[config.mk]
export PLATFORM = sky130hd
export DESIGN_NAME = bcd_rtc_core
export DESIGN_NICKNAME = d
export VERILOG_FILES = /design/src/rtl/rtc_pkg.sv /design/src/rtl/rtc_prescaler.sv /design/src/rtl/rtc_time_counter.sv /design/src/rtl/rtc_date_counter.sv /design/src/rtl/bcd_rtc_core.sv
export SDC_FILE = /design/constraint.sdc
export NUM_CORES = 1
export LEC_CHECK = 0
export BUFFER_PORTS_ARGS = -buffer_cell sky130_fd_sc_hd__buf_2
export CORE_MARGIN = 3
export CORE_UTILIZATION = 40
export CTS_BUF_LIST = sky130_fd_sc_hd__clkbuf_16
export CTS_CLUSTER_SIZE = 28
export DETAILED_ROUTE_END_ITERATION = 10
export SLEW_MARGIN = 40
export SYNTH_ARGS = -nofsm -noshare
export SYNTH_HDL_FRONTEND = slang
export SYNTH_SLANG_ARGS = --single-unit
[constraint.sdc]
create_clock -name clk -period 4.61 [get_ports clk]
set_input_delay 0 -clock clk [delete_from_list [all_inputs] [get_ports clk]]
set_output_delay 0 -clock clk [all_outputs]
set_load 0.01 [all_outputs]
[src/rtl/rtc_pkg.sv]
// Package: shared field codes and BCD helpers for the clock/calendar block.
// Assumes every field value is valid packed BCD.
package rtc_pkg;

    localparam int FIELD_W = 8;
    localparam int NFIELDS = 7;
    localparam int SEL_W   = 3;

    typedef enum logic [SEL_W-1:0] {
        FLD_SEC   = 3'd0,
        FLD_MIN   = 3'd1,
        FLD_HOUR  = 3'd2,
        FLD_WDAY  = 3'd3,
        FLD_DATE  = 3'd4,
        FLD_MONTH = 3'd5,
        FLD_YEAR  = 3'd6
    } fld_e;

    // Increment a two-digit packed BCD value (no wrap handling).
    function automatic logic [7:0] bcd_inc(input logic [7:0] v);
        if (v[3:0] == 4'd9)
            return {v[7:4] + 4'd1, 4'd0};
        else
            return v + 8'd1;
    endfunction

    // Leap test on a BCD year: the value is a multiple of 4 (10 = 2 mod 4).
    function automatic logic bcd_leap(input logic [7:0] yr);
        logic [3:0] adj;
        adj = yr[4] ? (yr[3:0] + 4'd2) : yr[3:0];
        return (adj[1:0] == 2'b00);
    endfunction

    // Last date of a BCD month in a BCD year.
    function automatic logic [7:0] bcd_last_day(input logic [7:0] mon, input logic [7:0] yr);
        case (mon)
            8'h02:                      return bcd_leap(yr) ? 8'h29 : 8'h28;
            8'h04, 8'h06, 8'h09, 8'h11: return 8'h30;
            default:                    return 8'h31;
        endcase
    endfunction

endpackage

[src/rtl/rtc_prescaler.sv]
// Prescaler: counts enabled timebase cycles and emits a one-second tick.
// Assumes DIV >= 2. A clear restarts the count and cancels a pending tick.
module rtc_prescaler #(
    parameter int DIV = 32768
) (
    input  logic clk,
    input  logic rst_n,
    input  logic tbase_en,
    input  logic clear,
    output logic tick
);
    localparam int CW = (DIV > 1) ? $clog2(DIV) : 1;
    localparam logic [CW-1:0] LAST = CW'(DIV - 1);

    logic [CW-1:0] cnt_q;

    // Tick when the final enabled cycle of a second is reached.
    assign tick = tbase_en && (cnt_q == LAST) && !clear;

    // Count enabled cycles, wrap at DIV, restart on clear.
    always_ff @(posedge clk) begin
        if (!rst_n || clear)
            cnt_q <= '0;
        else if (tbase_en)
            cnt_q <= (cnt_q == LAST) ? '0 : cnt_q + CW'(1);
    end
endmodule

[src/rtl/rtc_time_counter.sv]
// Time counter: seconds, minutes, hours (24 h) in packed BCD.
// Assumes written values are valid BCD in range; a write overrides the
// advance of that field only.
module rtc_time_counter
    import rtc_pkg::*;
(
    input  logic               clk,
    input  logic               rst_n,
    input  logic               tick,
    input  logic               wr_en,
    input  logic [SEL_W-1:0]   wr_sel,
    input  logic [FIELD_W-1:0] wr_data,
    output logic [FIELD_W-1:0] sec_q,
    output logic [FIELD_W-1:0] min_q,
    output logic [FIELD_W-1:0] hour_q,
    output logic               sec_wrap,
    output logic               min_wrap,
    output logic               day_wrap
);
    // Carry chain derived from the current values.
    assign sec_wrap = tick && (sec_q == 8'h59);
    assign min_wrap = sec_wrap && (min_q == 8'h59);
    assign day_wrap = min_wrap && (hour_q == 8'h23);

    // Seconds: load, or advance on each tick.
    always_ff @(posedge clk) begin
        if (!rst_n)                          sec_q <= 8'h00;
        else if (wr_en && wr_sel == FLD_SEC) sec_q <= wr_data;
        else if (sec_wrap)                   sec_q <= 8'h00;
        else if (tick)                       sec_q <= bcd_inc(sec_q);
    end

    // Minutes: load, or advance when seconds wrap.
    always_ff @(posedge clk) begin
        if (!rst_n)                          min_q <= 8'h00;
        else if (wr_en && wr_sel == FLD_MIN) min_q <= wr_data;
        else if (min_wrap)                   min_q <= 8'h00;
        else if (sec_wrap)                   min_q <= bcd_inc(min_q);
    end

    // Hours: load, or advance when minutes wrap.
    always_ff @(posedge clk) begin
        if (!rst_n)                           hour_q <= 8'h00;
        else if (wr_en && wr_sel == FLD_HOUR) hour_q <= wr_data;
        else if (day_wrap)                    hour_q <= 8'h00;
        else if (min_wrap)                    hour_q <= bcd_inc(hour_q);
    end
endmodule

[src/rtl/rtc_date_counter.sv]
// Date counter: weekday, date, month, two-digit year in packed BCD.
// Assumes valid BCD writes; the leap rule is exact for years 2000..2099.
module rtc_date_counter
    import rtc_pkg::*;
(
    input  logic               clk,
    input  logic               rst_n,
    input  logic               day_inc,
    input  logic               wr_en,
    input  logic [SEL_W-1:0]   wr_sel,
    input  logic [FIELD_W-1:0] wr_data,
    output logic [FIELD_W-1:0] wday_q,
    output logic [FIELD_W-1:0] date_q,
    output logic [FIELD_W-1:0] month_q,
    output logic [FIELD_W-1:0] year_q
);
    logic [FIELD_W-1:0] last_day;
    logic               mon_wrap;
    logic               yr_wrap;

    // Month-end and year-end carries for the current date.
    assign last_day = bcd_last_day(month_q, year_q);
    assign mon_wrap = day_inc && (date_q == last_day);
    assign yr_wrap  = mon_wrap && (month_q == 8'h12);

    // Weekday: 1..7, advances at every midnight.
    always_ff @(posedge clk) begin
        if (!rst_n)                           wday_q <= 8'h01;
        else if (wr_en && wr_sel == FLD_WDAY) wday_q <= wr_data;
        else if (day_inc)                     wday_q <= (wday_q == 8'h07) ? 8'h01 : wday_q + 8'h01;
    end

    // Date: returns to 01 after the month's last day.
    always_ff @(posedge clk) begin
        if (!rst_n)                           date_q <= 8'h01;
        else if (wr_en && wr_sel == FLD_DATE) date_q <= wr_data;
        else if (mon_wrap)                    date_q <= 8'h01;
        else if (day_inc)                     date_q <= bcd_inc(date_q);
    end

    // Month: returns to 01 after 12.
    always_ff @(posedge clk) begin
        if (!rst_n)                            month_q <= 8'h01;
        else if (wr_en && wr_sel == FLD_MONTH) month_q <= wr_data;
        else if (yr_wrap)                      month_q <= 8'h01;
        else if (mon_wrap)                     month_q <= bcd_inc(month_q);
    end

    // Year: 00..99 with wrap.
    always_ff @(posedge clk) begin
        if (!rst_n)                           year_q <= 8'h00;
        else if (wr_en && wr_sel == FLD_YEAR) year_q <= wr_data;
        else if (yr_wrap)                     year_q <= (year_q == 8'h99) ? 8'h00 : bcd_inc(year_q);
    end
endmodule

[src/rtl/bcd_rtc_core.sv]
// Top: prescaler, time and date counters, snapshot register and strobes.
// Assumes one field write per cycle; a seconds write restarts the second.
module bcd_rtc_core
    import rtc_pkg::*;
#(
    parameter int DIV = 32768
) (
    input  logic                       clk,
    input  logic                       rst_n,
    input  logic                       tbase_en,
    input  logic                       wr_en,
    input  logic [SEL_W-1:0]           wr_sel,
    input  logic [FIELD_W-1:0]         wr_data,
    input  logic                       rd_req,
    output logic                       rd_valid,
    output logic [NFIELDS*FIELD_W-1:0] rd_data,
    output logic                       sec_tick,
    output logic                       min_tick,
    output logic                       hour_tick,
    output logic                       day_tick
);
    logic               sec_wr;
    logic               tick;
    logic               sec_wrap, min_wrap, day_wrap;
    logic [FIELD_W-1:0] sec_q, min_q, hour_q, wday_q, date_q, month_q, year_q;
    logic [FIELD_W-1:0] live [NFIELDS];
    logic [FIELD_W-1:0] snap_q [NFIELDS];

    assign sec_wr = wr_en && (wr_sel == FLD_SEC);

    rtc_prescaler #(.DIV(DIV)) u_presc (
        .clk      (clk),
        .rst_n    (rst_n),
        .tbase_en (tbase_en),
        .clear    (sec_wr),
        .tick     (tick)
    );

    rtc_time_counter u_time (
        .clk      (clk),
        .rst_n    (rst_n),
        .tick     (tick),
        .wr_en    (wr_en),
        .wr_sel   (wr_sel),
        .wr_data  (wr_data),
        .sec_q    (sec_q),
        .min_q    (min_q),
        .hour_q   (hour_q),
        .sec_wrap (sec_wrap),
        .min_wrap (min_wrap),
        .day_wrap (day_wrap)
    );

    rtc_date_counter u_date (
        .clk     (clk),
        .rst_n   (rst_n),
        .day_inc (day_wrap),
        .wr_en   (wr_en),
        .wr_sel  (wr_sel),
        .wr_data (wr_data),
        .wday_q  (wday_q),
        .date_q  (date_q),
        .month_q (month_q),
        .year_q  (year_q)
    );

    // Boundary strobes for downstream alarm logic.
    assign sec_tick  = tick;
    assign min_tick  = sec_wrap;
    assign hour_tick = min_wrap;
    assign day_tick  = day_wrap;

    // Field order in the snapshot, lowest byte first.
    assign live[0] = sec_q;
    assign live[1] = min_q;
    assign live[2] = hour_q;
    assign live[3] = wday_q;
    assign live[4] = date_q;
    assign live[5] = month_q;
    assign live[6] = year_q;

    genvar gi;
    generate
        for (gi = 0; gi < NFIELDS; gi++) begin : g_snap
            // Capture one field on a read request.
            always_ff @(posedge clk) begin
                if (!rst_n)      snap_q[gi] <= '0;
                else if (rd_req) snap_q[gi] <= live[gi];
            end
            assign rd_data[gi*FIELD_W +: FIELD_W] = snap_q[gi];
        end
    endgenerate

    // Flag the snapshot for one cycle after the request.
    always_ff @(posedge clk) begin
        if (!rst_n) rd_valid <= 1'b0;
        else        rd_valid <= rd_req;
    end
endmodule

==> results of run 1 <==
==> state kept, by name, indices dropped and copies added (netlist names) <==
| name | count |
|---|---|
| u_presc.cnt_q | 15 |
| u_date.month_q | 8 |
| u_date.wday_q | 8 |
| snap_q | 56 |
| u_time.hour_q | 8 |
| u_date.date_q | 8 |
| u_time.sec_q | 8 |
| u_date.year_q | 8 |
| rd_valid | 1 |
| u_time.min_q | 8 |
==> path summary, 6_finish.rpt <==
check | start | to | slack [ns] | cells past startpoint
worst max-delay path | u_time.sec_q[0] | u_date.year_q[6] | 1.43 | 8
worst min-delay path | wr_data[3] | u_date.date_q[3] | 0.05 | 3
worst max register to register | u_time.sec_q[0] | u_date.year_q[6] | 1.43 | 8
worst min register to register | u_presc.cnt_q[12] | u_presc.cnt_q[12] | 0.48 | 2
==> per-stage QoR <==
stage	setup slack, ns	hold slack (ns)	std cells
floorplan	1.943	0.1228	792
global placement	1.545	0.3222	1040
detailed placement	1.449	0.3246	1040
CTS	1.452	0.02649	1080
global route	1.253	0.02815	1080
finish	1.426	0.04910	1080
==> worst max-delay path, cell delays in order (launching register included) <==
cell	delay (ns)
sky130_fd_sc_hd__dfxtp_1	0.45
sky130_fd_sc_hd__ha_1	0.31
sky130_fd_sc_hd__nand3b_4	0.11
sky130_fd_sc_hd__or4_4	0.54
sky130_fd_sc_hd__nor4_4	0.26
sky130_fd_sc_hd__buf_4	0.28
sky130_fd_sc_hd__nand4_1	0.38
sky130_fd_sc_hd__or4_1	0.62
sky130_fd_sc_hd__a31oi_1	0.16
==> timing repair <==
| action | CTS | global route |
|---|---|---|
| endpoints found under the hold margin | 26 | 0 |
| buffers inserted | 0 | 0 |
| endpoints found under the setup margin | 0 | 0 |
| hold buffers | 8 | 0 |
==> Yosys cell counts (12+ instances only) <==
cell                       instances  area (µm²)
sky130_fd_sc_hd__edfxtp_1         56        1682
sky130_fd_sc_hd__and3_1           68       425.4
sky130_fd_sc_hd__nor3_1           26       130.1
sky130_fd_sc_hd__xor2_1           13       113.9
sky130_fd_sc_hd__o21ai_0          42       210.2
sky130_fd_sc_hd__a311oi_1         12       105.1
sky130_fd_sc_hd__nand4_1          18       112.6
sky130_fd_sc_hd__inv_1            24       90.09
sky130_fd_sc_hd__clkbuf_1         46       172.7
sky130_fd_sc_hd__ha_1             24       300.3
sky130_fd_sc_hd__nand2_1          76       285.3
sky130_fd_sc_hd__nor2_1           76       285.3
sky130_fd_sc_hd__dfxtp_1          72        1441
sky130_fd_sc_hd__or3_1            14       87.58
sky130_fd_sc_hd__nand3_1          27       135.1
sky130_fd_sc_hd__a21oi_1          45       225.2
==> where the power goes <==
| part | switching [mW] | internal [mW] | total, mW |
|---|---|---|---|
| clock | 0.531 | 0.800 | 1.33 |
| combinational | 0.128 | 0.0753 | 0.204 |
| sequential | 0.0400 | 1.23 | 1.27 |
| total | 0.699 | 2.10 | 2.80 |
==> cell families (layout without fill, tap and decap cells) <==
kind of cell | count (synthesis) | after routing | share of synthesized area [%]
DFF | 128 | 128 | 44.50
buffers and inverters | 78 | 146 | 4.386
xor gates and xnor gates | 21 | 21 | 2.621
and+or+nand+nor | 375 | 375 | 28.56
muxes | 8 | 8 | 1.177
adders and majority gates | 24 | 24 | 4.279
AOI/OAI and AO/OA | 158 | 158 | 14.48
==> layout make-up <==
| type | instances | area [µm²] |
|---|---|---|
| Clock buffer | 17 | 425.4 |
| Clock inverter | 15 | 161.4 |
| Fill cell | 1629 | 8700 |
| Inverter | 24 | 90.09 |
| Multi-Input combinational cell | 586 | 3595 |
| Sequential cell | 128 | 3123 |
| Tap cell | 220 | 275.3 |
| Timing Repair Buffer | 90 | 508.0 |
==> metal layers <==
| layer | wire length [µm] | share of wire (%) |
|---|---|---|
| met1 | 8946 | 49 |
| met4 | 341 | 1.8 |
| met3 | 949 | 5.1 |
| met5 | 0 | 0 |
| met2 | 8202 | 44 |
==> impl_metrics.sql, run 1 <==
INSERT INTO impl_metrics (metric_group, metric, value, unit) VALUES
('synth', 'yosys.cell_types.count', '64', ''),
('layout', 'layout-drive-gt1-share', '14.65', '%'),
('setup_path', 'critPathKind', 'reg2reg', ''),
('die', 'num_rows', '47', ''),
('clocking', 'tritoncts_num_sinks', '128', ''),
('timing', 'max-slew-margin-rel', '53.37', '%'),
('global_routing', 'grt.met3_usage', '4.420', '%'),
('global_routing', 'global_route.overflow_total', '0', ''),
('timing', 'tightestPinTransition', '0.6818', 'ns'),
('synth', 'yosys_register_bits', '128', ''),
('synth', 'postSynthCellCount', '792', ''),
('synth', 'ys.flop_type', 'sky130_fd_sc_hd__dfxtp_1', ''),
('timing', 'timing.clock.skew', '0.006646', 'ns'),
('placed_design', 'global_placer_s_final_weighted_congestion', '0.8696', ''),
('synth', 'syn-mean-instance-area', '8.861', 'µm²'),
('timing', 'tns', '0', 'ns'),
('clocking', 'max_h_tree_level', '4', ''),
('timing', 'hold_viol_final', '0', ''),
('clocking', 'post_cts.resized_instances', '0', ''),
('pwr', 'worst_ir_drop_on_vdd', '0.0002612', 'V'),
('route', 'antenna_violating_nets_left', '0', ''),
('layout', 'area_growth_syn_to_layout', '16.53', '%'),
('pwr', 'power.density_cell_area', '342.6', 'nW/µm²'),
('timing', 'fin_crit_sh', '69.07', '%'),
('route', 'drc', '0', ''),
('global_routing', 'grt_util_met2', '30.04', '%'),
('setup_path', 'crit_path_max_fanout', '19', ''),
('synth', 'synth-seq-area-share', '44.50', '%'),
('die', 'die_x', '138.5', 'µm'),
('die', 'core_region_area', '16880', 'µm²'),
('placed_design', 'post_dp_cell_area', '7508', 'µm²'),
('timing', 'grt_setup_unrepaired', 'no', ''),
('clocking', 'clockBufferDepth', '2', ''),
('outcome', 'run_status', 'completed', ''),
('synth', 'synthesis.nets', '832', ''),
('flow_run', 'drv.max_cap_violation_count', '0', ''),
('global_routing', 'gr-usage-met1', '27.11', '%'),
('setup_path', 'cp_data_arrival_time', '3.53', 'ns'),
('route', 'drt_iter0_drc', '501', ''),
('die', 'die_height', '138.5', 'µm'),
('timing', 'post-route-min-period', '3.184', 'ns'),
('clocking', 'cell_chosen_for_the_clock_root', 'sky130_fd_sc_hd__clkbuf_16', ''),
('synth', 'yosys_warnings', '0', ''),
('hold_path', 'holdCritPathClass', 'in2reg', ''),
('layout', 'fin_util', '48.45', '%'),
('setup_path', 'worstPathRequired', '4.96', 'ns'),
('synth', 'post_synth_arst_share', '0', '%'),
('timing', 'report.final.setup_viol', '0', ''),
('synth', 'synthesized_cell_area', '7018', 'µm²'),
('global_routing', 'grt_pass1_wl', '30.30', 'mm'),
('placed_design', 'io_buffer_count', '76', ''),
('clocking', 'insertion_delay', '0.42', 'ns'),
('route', 'detailroute.via_count', '5988', ''),
('layout', 'num-nets-final', '887', ''),
('timing', 'maxSlewViolCount', '0', ''),
('synth', 'synth_edf_count', '56', ''),
('placed_design', 'dp.final_hpwl', '12.14', 'mm'),
('global_routing', 'grt_start_max_net_pins', '59', ''),
('route', 'detail_route.wl_per_cell', '17.07', 'µm'),
('layout', 'most-common-layout-cells', '76 x sky130_fd_sc_hd__nor2_1, 76 x sky130_fd_sc_hd__nand2_1, 75 x sky130_fd_sc_hd__buf_2', ''),
('die', 'die_outline_area', '19170', 'µm²'),
('die', 'io_pins', '77', ''),
('pwr', 'cellLeakagePower', '3.344', 'nW'),
('global_routing', 'groute.usage.overall', '19.43', '%'),
('setup_path', 'setup.worst_path.start_class', 'flop', ''),
('global_routing', 'grt_antenna_before_repair', '0', ''),
('clocking', 'tritoncts', 'yes', ''),
('route', 'wirelength_routed', '18.44', 'mm'),
('layout', 'antenna_cells', '0', ''),
('layout', 'final_design_area_no_fill', '8178', 'µm²'),
('clocking', 'path_clk_slew', '0.06', 'ns'),
('route', '1st_pass_router_iterations', '5', ''),
('timing', 'timing.fmax', '314.0', 'MHz'),
('global_routing', 'grt-busiest-layer', 'met2', ''),
('setup_path', 'type_of_destination_of_the_critical_path', 'flop', ''),
('pwr', 'total_power', '2.802', 'mW'),
('route', 'via_per_inst', '5.544', ''),
('clocking', 'cts_inserted_buffers', '17', ''),
('die', 'start_util', '41.58', '%'),
('global_routing', 'grt_pass1_vias', '5630', '');
Power figures use the tool's default switching activity.
==> inputs of run 2 (changes only) <==
- ABC_AREA: unset -> 1
- clock period: 4.61 -> 3.3 ns (I/O delays scaled with it)
==> run 2 against run 1 <==
Compared with the run above: die area decreased by 1.0%; wire length decreased by 2.0%; cell area increased by 0.32%; synthesized area decreased by 1.1%; sequential cell count unchanged; utilization increased by 0.50 points; first-iteration DRC count decreased by 11%; setup slack got worse by 0.42 ns; power increased by 33%; sequential power increased by 36%; sequential share of layout area decreased by 0.12 points; combinational power increased by 26%.
==> impl_metrics.sql, run 2 <==
INSERT INTO impl_metrics (metric_group, metric, value, unit) VALUES
('global_routing', 'grt_pass1_wl', '29.50', 'mm'),
('setup_path', 'critPathKind', 'reg2reg', ''),
('route', 'via_per_inst', '5.107', ''),
('route', 'wirelength_routed', '18.08', 'mm'),
('synth', 'synthesized_cell_area', '6943', 'µm²'),
('clocking', 'tritoncts', 'yes', ''),
('layout', 'area_growth_syn_to_layout', '18.17', '%'),
('global_routing', 'grt_pass1_vias', '5715', ''),
('synth', 'postSynthCellCount', '861', ''),
('clocking', 'path_clk_slew', '0.06', 'ns'),
('setup_path', 'crit_path_cell_trace', 'inv_1 -> ha_1 -> and3_1 -> inv_1 -> nor2_8 -> nor2_2 -> clkinv_1 -> o21ai_0 -> a21oi_1', ''),
('global_routing', 'grt_start_max_net_pins', '57', ''),
('hold_path', 'holdCritPathClass', 'in2reg', ''),
('placed_design', 'io_buffer_count', '76', ''),
('setup_path', 'setup.worst_path.start_class', 'flop', ''),
('layout', 'most-common-layout-cells', '137 x sky130_fd_sc_hd__nor2_1, 133 x sky130_fd_sc_hd__nand2_1, 116 x sky130_fd_sc_hd__inv_1', ''),
('timing', 'hold_ws', '0.09664', 'ns'),
('global_routing', 'global_route.overflow_total', '0', ''),
('setup_path', 'worstPathRequired', '3.57', 'ns'),
('route', 'drc', '0', ''),
('hold_path', 'worst_hold_path.num_cells', '5', ''),
('synth', 'synth.top_cells.by_area', 'sky130_fd_sc_hd__edfxtp_1 24%, sky130_fd_sc_hd__dfxtp_1 21%, sky130_fd_sc_hd__nor2_1 7.4%', ''),
('setup_path', 'cp_data_arrival_time', '2.57', 'ns'),
('route', 'drt_iter0_drc', '448', ''),
('layout', 'final_design_area_no_fill', '8204', 'µm²'),
('die', 'die_outline_area', '18970', 'µm²'),
('placed_design', 'post_dp_cell_area', '7565', 'µm²'),
('clocking', 'postCtsHoldBufs', '10', ''),
('clocking', 'clockBufferDepth', '2', ''),
('setup_path', 'type_of_destination_of_the_critical_path', 'flop', ''),
('clocking', 'cts_inserted_buffers', '17', ''),
('timing', 'timing.clock.skew', '0.007890', 'ns'),
('hold_path', 'worstHoldEndpoint', 'u_date.wday_q[4]', ''),
('timing', 'post-route-min-period', '2.292', 'ns'),
('outcome', 'run_status', 'completed', ''),
('synth', 'ys.flop_type', 'sky130_fd_sc_hd__dfxtp_1', ''),
('timing', 'tightestPinTransition', '0.7341', 'ns'),
('synth', 'yosys.cell_types.count', '46', ''),
('route', 'detail_route.wl_per_cell', '15.23', 'µm'),
('placed_design', 'dp.final_hpwl', '12.81', 'mm'),
('die', 'start_util', '41.43', '%'),
('synth', 'post_synth_arst_share', '0', '%'),
('pwr', 'cellLeakagePower', '3.484', 'nW'),
('synth', 'synth.top_cell.area_share', '24.22', '%'),
('layout', 'largest_register_ffs', '56', ''),
('synth', 'synth_edf_count', '56', ''),
('die', 'io_pins', '77', ''),
('layout', 'layout_commonest_cell', 'sky130_fd_sc_hd__nor2_1', ''),
('synth', 'syn-mean-instance-area', '8.064', 'µm²'),
('die', 'die_x', '137.7', 'µm'),
('placed_design', 'global_placer_s_final_weighted_congestion', '0.8777', ''),
('timing', 'fin_crit_sh', '69.44', '%'),
('layout', 'num-nets-final', '994', ''),
('synth', 'synth.largest_area_cell', 'sky130_fd_sc_hd__edfxtp_1', ''),
('setup_path', 'rr_startpoint', 'u_time.hour_q[4]', ''),
('synth', 'synth-seq-area-share', '44.98', '%'),
('timing', 'maxSlewViolCount', '0', ''),
('global_routing', 'grt_antenna_before_repair', '0', ''),
('hold_path', 'min_from', 'wr_sel[1]', ''),
('timing', 'timing.fmax', '436.4', 'MHz'),
('timing', 'max-slew-margin-rel', '51.06', '%'),
('synth', 'yosys_register_bits', '128', ''),
('synth', 'synth.most_common_cell', 'sky130_fd_sc_hd__nor2_1', ''),
('setup_path', 'path_common_cell', 'sky130_fd_sc_hd__inv_1', ''),
('setup_path', 'r2r_cells', '9', ''),
('layout', 'antenna_cells', '0', ''),
('route', '1st_pass_router_iterations', '5', ''),
('clocking', 'postCtsSetupBuffers', '0', ''),
('setup_path', 'critical_path.max_stage_delay', '0.42', 'ns'),
('pwr', 'worst_ir_drop_on_vdd', '0.0003826', 'V'),
('timing', 'report.final.setup_viol', '0', ''),
('timing', 'hold_viol_final', '0', ''),
('route', 'detailroute.via_count', '6062', ''),
('clocking', 'insertion_delay', '0.42', 'ns'),
('global_routing', 'groute.usage.overall', '19.90', '%'),
('die', 'die_height', '137.7', 'µm'),
('timing', 'tns', '0', 'ns'),
('clocking', 'post_cts.resized_instances', '0', ''),
('die', 'num_rows', '47', ''),
('timing', 'grt_setup_unrepaired', 'no', ''),
('layout', 'top_registers', 'snap_q: 56 flops, u_presc.cnt_q: 15 flops', ''),
('pwr', 'total_power', '3.733', 'mW'),
('synth', 'synthesis.nets', '901', ''),
('setup_path', 'timing.reg2reg.setup_slack', '1.01', 'ns'),
('setup_path', 'r2r-end', 'u_date.wday_q[5]', ''),
('layout', 'max_flop_register', 'snap_q', ''),
('setup_path', 'crit_slowest_cell', 'sky130_fd_sc_hd__dfxtp_1', ''),
('clocking', 'max_h_tree_level', '4', ''),
('clocking', 'tritoncts_num_sinks', '128', ''),
('setup_path', 'crit_path_max_fanout', '12', ''),
('layout', 'layout-drive-gt1-share', '18.10', '%'),
('route', 'antenna_violating_nets_left', '0', ''),
('synth', 'synth.cells.most_frequent', '137 x sky130_fd_sc_hd__nor2_1, 134 x sky130_fd_sc_hd__nand2_1, 111 x sky130_fd_sc_hd__inv_1', ''),
('synth', 'yosys_warnings', '0', ''),
('flow_run', 'drv.max_cap_violation_count', '0', ''),
('pwr', 'power.density_cell_area', '455.1', 'nW/µm²'),
('die', 'core_region_area', '16760', 'µm²'),
('clocking', 'cell_chosen_for_the_clock_root', 'sky130_fd_sc_hd__clkbuf_16', '');
==> run 2: cell type report <==
cell class / instances / area (µm²)
Fill cell: 1632 / 8556
Multi-Input combinational cell: 594 / 3298
Sequential cell: 128 / 3123
Timing Repair Buffer: 89 / 503.0
Inverter: 124 / 465.4
Clock buffer: 17 / 425.4
Tap cell: 220 / 275.3
Clock inverter: 15 / 113.9
==> run 2: logic make-up after synthesis <==
group                    count (synthesis)  synth area share (%)
flip-flops                             128                 44.98
adder cells (fa/ha/maj)                 24                 4.325
AO/OA/AOI/OAI                          140                 12.09
XOR/XNOR                                23                 2.902
AND/OR/NAND/NOR                        407                 28.15
buffers and inverters                  139                 7.551
==> run 2: power breakdown <==
part	switching [mW]	internal, mW
Sequential	0.0265	1.70
Clock	0.670	1.08
Combinational	0.176	0.0814
Total	0.872	2.86
==> run 2: per-stage QoR <==
step	std cells	utilization (%)	worst slack, ns
after CTS	1187	48.95	1.022
after detailed placement	1145	45.14	1.089
after global routing	1187	48.95	0.8006
after global placement	1145	45.14	1.162
after floorplan	861	-	1.450
final	1187	48.95	1.008
==> run 2: worst max path at each step <==
| stage | cells past startpoint | from | endpoint | slack [ns] |
|---|---|---|---|---|
| 3_5_place_dp | 9 | u_time.hour_q[4] | u_date.wday_q[6] | 1.09 |
| 2_1_floorplan | 12 | u_time.sec_q[0] | u_date.year_q[0] | 1.45 |
| 4_1_cts | 9 | u_time.hour_q[4] | u_date.wday_q[5] | 1.02 |
| 6_report | 9 | u_time.hour_q[4] | u_date.wday_q[5] | 1.01 |
| 3_3_place_gp | 9 | u_time.hour_q[4] | u_date.wday_q[6] | 1.16 |
| 5_1_grt | 9 | u_time.hour_q[4] | u_date.wday_q[6] | 0.80 |
==> run 2: worst max-delay path, delay by kind of cell, from the launching register on <==
kind / cells / cell delay [ns]
and+or+nand+nor: 3 / 0.70
AOI/OAI and AO/OA: 2 / 0.21
buffers and inverters: 3 / 0.61
adders and majority gates: 1 / 0.21
DFF: 1 / 0.42
==> run 2: layer usage <==
layer	global-route usage [%]	vias up	routed length [µm]
met5	0	-	0
met1	28.12	2803	8647
met4	7.355	0	357
met3	3.470	32	934
met2	30.50	177	8139
li1	-	3050	-
==> inputs of run 3 (changes only) <==
- clock period: 3.3 -> 1.98 ns (I/O delays scaled with it)
==> run 3 against run 2 <==
Compared with the run above: wire length grew 2.2%; non-clock buffer count grew 56; via count grew 3.9%; highest routed layer unchanged.
==> impl_metrics.sql, run 3 (synthesized netlist as in run 2, its figures left out) <==
INSERT INTO impl_metrics (metric_group, metric, value, unit) VALUES
('outcome', 'run_status', 'completed', ''),
('route', 'met3WireLength', '1.110', 'mm'),
('timing', 'hold_viol_final', '0', ''),
('global_routing', 'grt_pass1_vias', '5922', ''),
('route', 'detailroute.via_count', '6297', ''),
('layout', 'area_growth_syn_to_layout', '28.53', '%'),
('layout', 'fin_util', '53.24', '%'),
('timing', 'max-slew-margin-rel', '51.36', '%'),
('timing', 'fin_crit_sh', '99.17', '%'),
('route', 'drt_iter0_drc', '485', ''),
('die', 'num_rows', '47', ''),
('route', '1st_pass_router_iterations', '7', ''),
('layout', 'top_registers', 'snap_q: 56 flops, u_presc.cnt_q: 15 flops', ''),
('pwr', 'sequential_share_of_power', '45.1', '%'),
('setup_path', 'worstPathRequired', '2.27', 'ns'),
('setup_path', 'critPathKind', 'reg2reg', ''),
('pwr', 'switching_share', '24.23', '%'),
('flow_run', 'drv.max_cap_violation_count', '0', ''),
('route', 'routedLengthMet1', '8.677', 'mm'),
('layout', 'most-common-layout-cells', '133 x sky130_fd_sc_hd__nor2_1, 119 x sky130_fd_sc_hd__nand2_1, 105 x sky130_fd_sc_hd__inv_1', ''),
('timing', 'timing.clock.skew', '0.008516', 'ns'),
('route', 'via_per_inst', '5.066', ''),
('pwr', 'total_switching_power', '1.546', 'mW'),
('timing', 'grt_setup_unrepaired', 'yes', ''),
('die', 'die_outline_area', '18970', 'µm²'),
('global_routing', 'groute.usage.overall', '20.14', '%'),
('route', 'wirelength_routed', '18.48', 'mm'),
('global_routing', 'global_route.overflow_total', '0', ''),
('placed_design', 'placedCellCount', '1180', ''),
('setup_path', 'critical_path.max_stage_delay', '0.33', 'ns'),
('pwr', 'cellLeakagePower', '3.814', 'nW'),
('global_routing', 'grt_pass1_wl', '29.89', 'mm'),
('setup_path', 'cp_data_arrival_time', '2.25', 'ns'),
('clocking', 'cell_chosen_for_the_clock_root', 'sky130_fd_sc_hd__clkbuf_16', ''),
('die', 'core_region_area', '16760', 'µm²'),
('placed_design', 'io_buffer_count', '76', ''),
('setup_path', 'critical_path.top_delay_family', 'simple AND/OR/NAND/NOR gates', ''),
('route', 'detail_route.wl_per_cell', '14.87', 'µm'),
('layout', 'layout_commonest_cell', 'sky130_fd_sc_hd__nor2_1', ''),
('global_routing', 'grt_antenna_before_repair', '0', ''),
('pwr', 'worst_ir_drop_on_vdd', '0.0005910', 'V'),
('pwr', 'total_power', '6.380', 'mW'),
('die', 'io_pins', '77', ''),
('clocking', 'path_clk_slew', '0.06', 'ns'),
('placed_design', 'global_placer_s_final_weighted_congestion', '0.9062', ''),
('timing', 'maxSlewViolCount', '0', ''),
('layout', 'antenna_cells', '0', ''),
('setup_path', 'cp_num_buf_inv', '3', ''),
('setup_path', 'type_of_destination_of_the_critical_path', 'flop', ''),
('layout', 'layoutNonFillerInstCount', '1243', ''),
('pwr', 'combinationalPowerShare', '7.3', '%'),
('setup_path', 'crit_path_cell_trace', 'inv_1 -> ha_1 -> nand2_2 -> clkinv_1 -> nand2_1 -> nand3_1 -> nand2_1 -> nand2_2 -> nor2_4 -> nand3_4 -> buf_4 -> nand3_1 -> a21oi_2', ''),
('layout', 'multi_input_comb_area', '3500', 'µm²'),
('clocking', 'insertion_delay', '0.42', 'ns'),
('timing', 'post-route-min-period', '1.964', 'ns'),
('setup_path', 'setup.worst_path.start_class', 'flop', ''),
('layout', 'num-nets-final', '1050', ''),
('layout', 'largest_register_ffs', '56', ''),
('hold_path', 'holdCritPathClass', 'in2reg', ''),
('die', 'die_height', '137.7', 'µm'),
('pwr', 'power.density_cell_area', '715.0', 'nW/µm²'),
('clocking', 'cts_inserted_buffers', '17', ''),
('route', 'topRoutingLayerUsed', 'met4', ''),
('layout', 'max_flop_register', 'snap_q', ''),
('clocking', 'tritoncts', 'yes', ''),
('die', 'start_util', '41.43', '%'),
('placed_design', 'dp.final_hpwl', '13.05', 'mm'),
('layout', 'register_area', '3139', 'µm²'),
('route', 'antenna_violating_nets_left', '0', ''),
('setup_path', 'crit_path_max_fanout', '5', ''),
('timing', 'report.final.setup_viol', '0', ''),
('pwr', 'internal-power', '4.835', 'mW'),
('setup_path', 'crit_slowest_cell', 'sky130_fd_sc_hd__dfxtp_2', ''),
('timing', 'tightestPinTransition', '0.7295', 'ns'),
('layout', 'final.fill_count', '1580', ''),
('clocking', 'clockBufferDepth', '2', ''),
('clocking', 'max_h_tree_level', '4', ''),
('global_routing', 'grt_start_max_net_pins', '57', ''),
('route', 'drc', '0', ''),
('pwr', 'clkPwrFrac', '47.6', '%'),
('die', 'die_x', '137.7', 'µm'),
('timing', 'timing.fmax', '509.3', 'MHz'),
('layout', 'layout-drive-gt1-share', '27.86', '%'),
('clocking', 'tritoncts_num_sinks', '128', ''),
('route', 'met2_wirelength', '8.389', 'mm');
==> run 3: cell count changes in the layout (fill, tap and decap cells not counted), sizes merged <==
cell,delta
buf,+56
clkinvlp,+4
inv,-3
clkinv,-1
==> run 3: path summary, 6_finish.rpt <==
| check | startpoint | to | slack, ns | cells after the start |
|---|---|---|---|---|
| setup / recovery | u_date.month_q[4] | u_date.year_q[2] | 0.02 | 13 |
| hold / removal | rd_req | snap_q[0][2] | 0.01 | 3 |
| setup reg to reg | u_date.month_q[4] | u_date.year_q[2] | 0.02 | 13 |
| hold reg to reg | u_presc.cnt_q[11] | u_presc.cnt_q[11] | 0.47 | 2 |
==> run 3: layout make-up <==
cell class	count	area share [%]
clock buffer	17	4.767
clock inverter	15	1.640
timing repair buffer	145	10.87
multi-input combinational	594	39.22
sequential	128	35.18
tap	220	3.085
inverter	124	5.244
==> run 3: metal layers <==
metal / GRT usage (%) / up-vias
li1: - / 3166
met1: 27.72 / 2920
met2: 31.78 / 183
met3: 4.675 / 28
met4: 5.653 / 0
met5: 0 / -
==> run 3: repair_timing <==
action,CTS,global route
endpoints found under the hold margin,19,0
endpoints found under the setup margin,22,48
setup buffers,9,12
hold buffers,10,0
resized for setup,15,57
pin swaps,10,27
==> run 3: power by group through the flow <==
stage | Sequential (mW) | Clock, mW | Combinational (mW)
detailed placement | 2.93 | 0 | 0.435
CTS | 2.88 | 3.08 | 0.455
global route | 2.89 | 3.21 | 0.518
finish | 2.88 | 3.03 | 0.468
global placement | 2.93 | 0 | 0.434
floorplan | 2.96 | 0 | 0.214
==> run 3: worst register-to-register path, delay by kind of cell, from the launching register on <==
family                   cells  cell delay (ns)
AND/OR/NAND/NOR              8             0.90
AO/OA/AOI/OAI                1             0.07
flip-flops                   1             0.33
buffers and inverters        3             0.32
adder cells (fa/ha/maj)      1             0.21
==> run 3: per-stage QoR <==
| step | hold slack, ns | instance area [µm²] | setup TNS, ns | setup slack, ns |
|---|---|---|---|---|
| after floorplan | 0.1271 | 6943 | 0 | 0.1299 |
| after CTS | 0.001744 | 8616 | 0 | 0.007410 |
| after global routing | 0.04255 | 8924 | -1.491 | -0.1085 |
| after global placement | 0.3220 | 7828 | -0.01243 | -0.01243 |
| after detailed placement | 0.3282 | 7828 | -0.5132 | -0.07897 |
| final | 0.01355 | 8924 | 0 | 0.01646 |
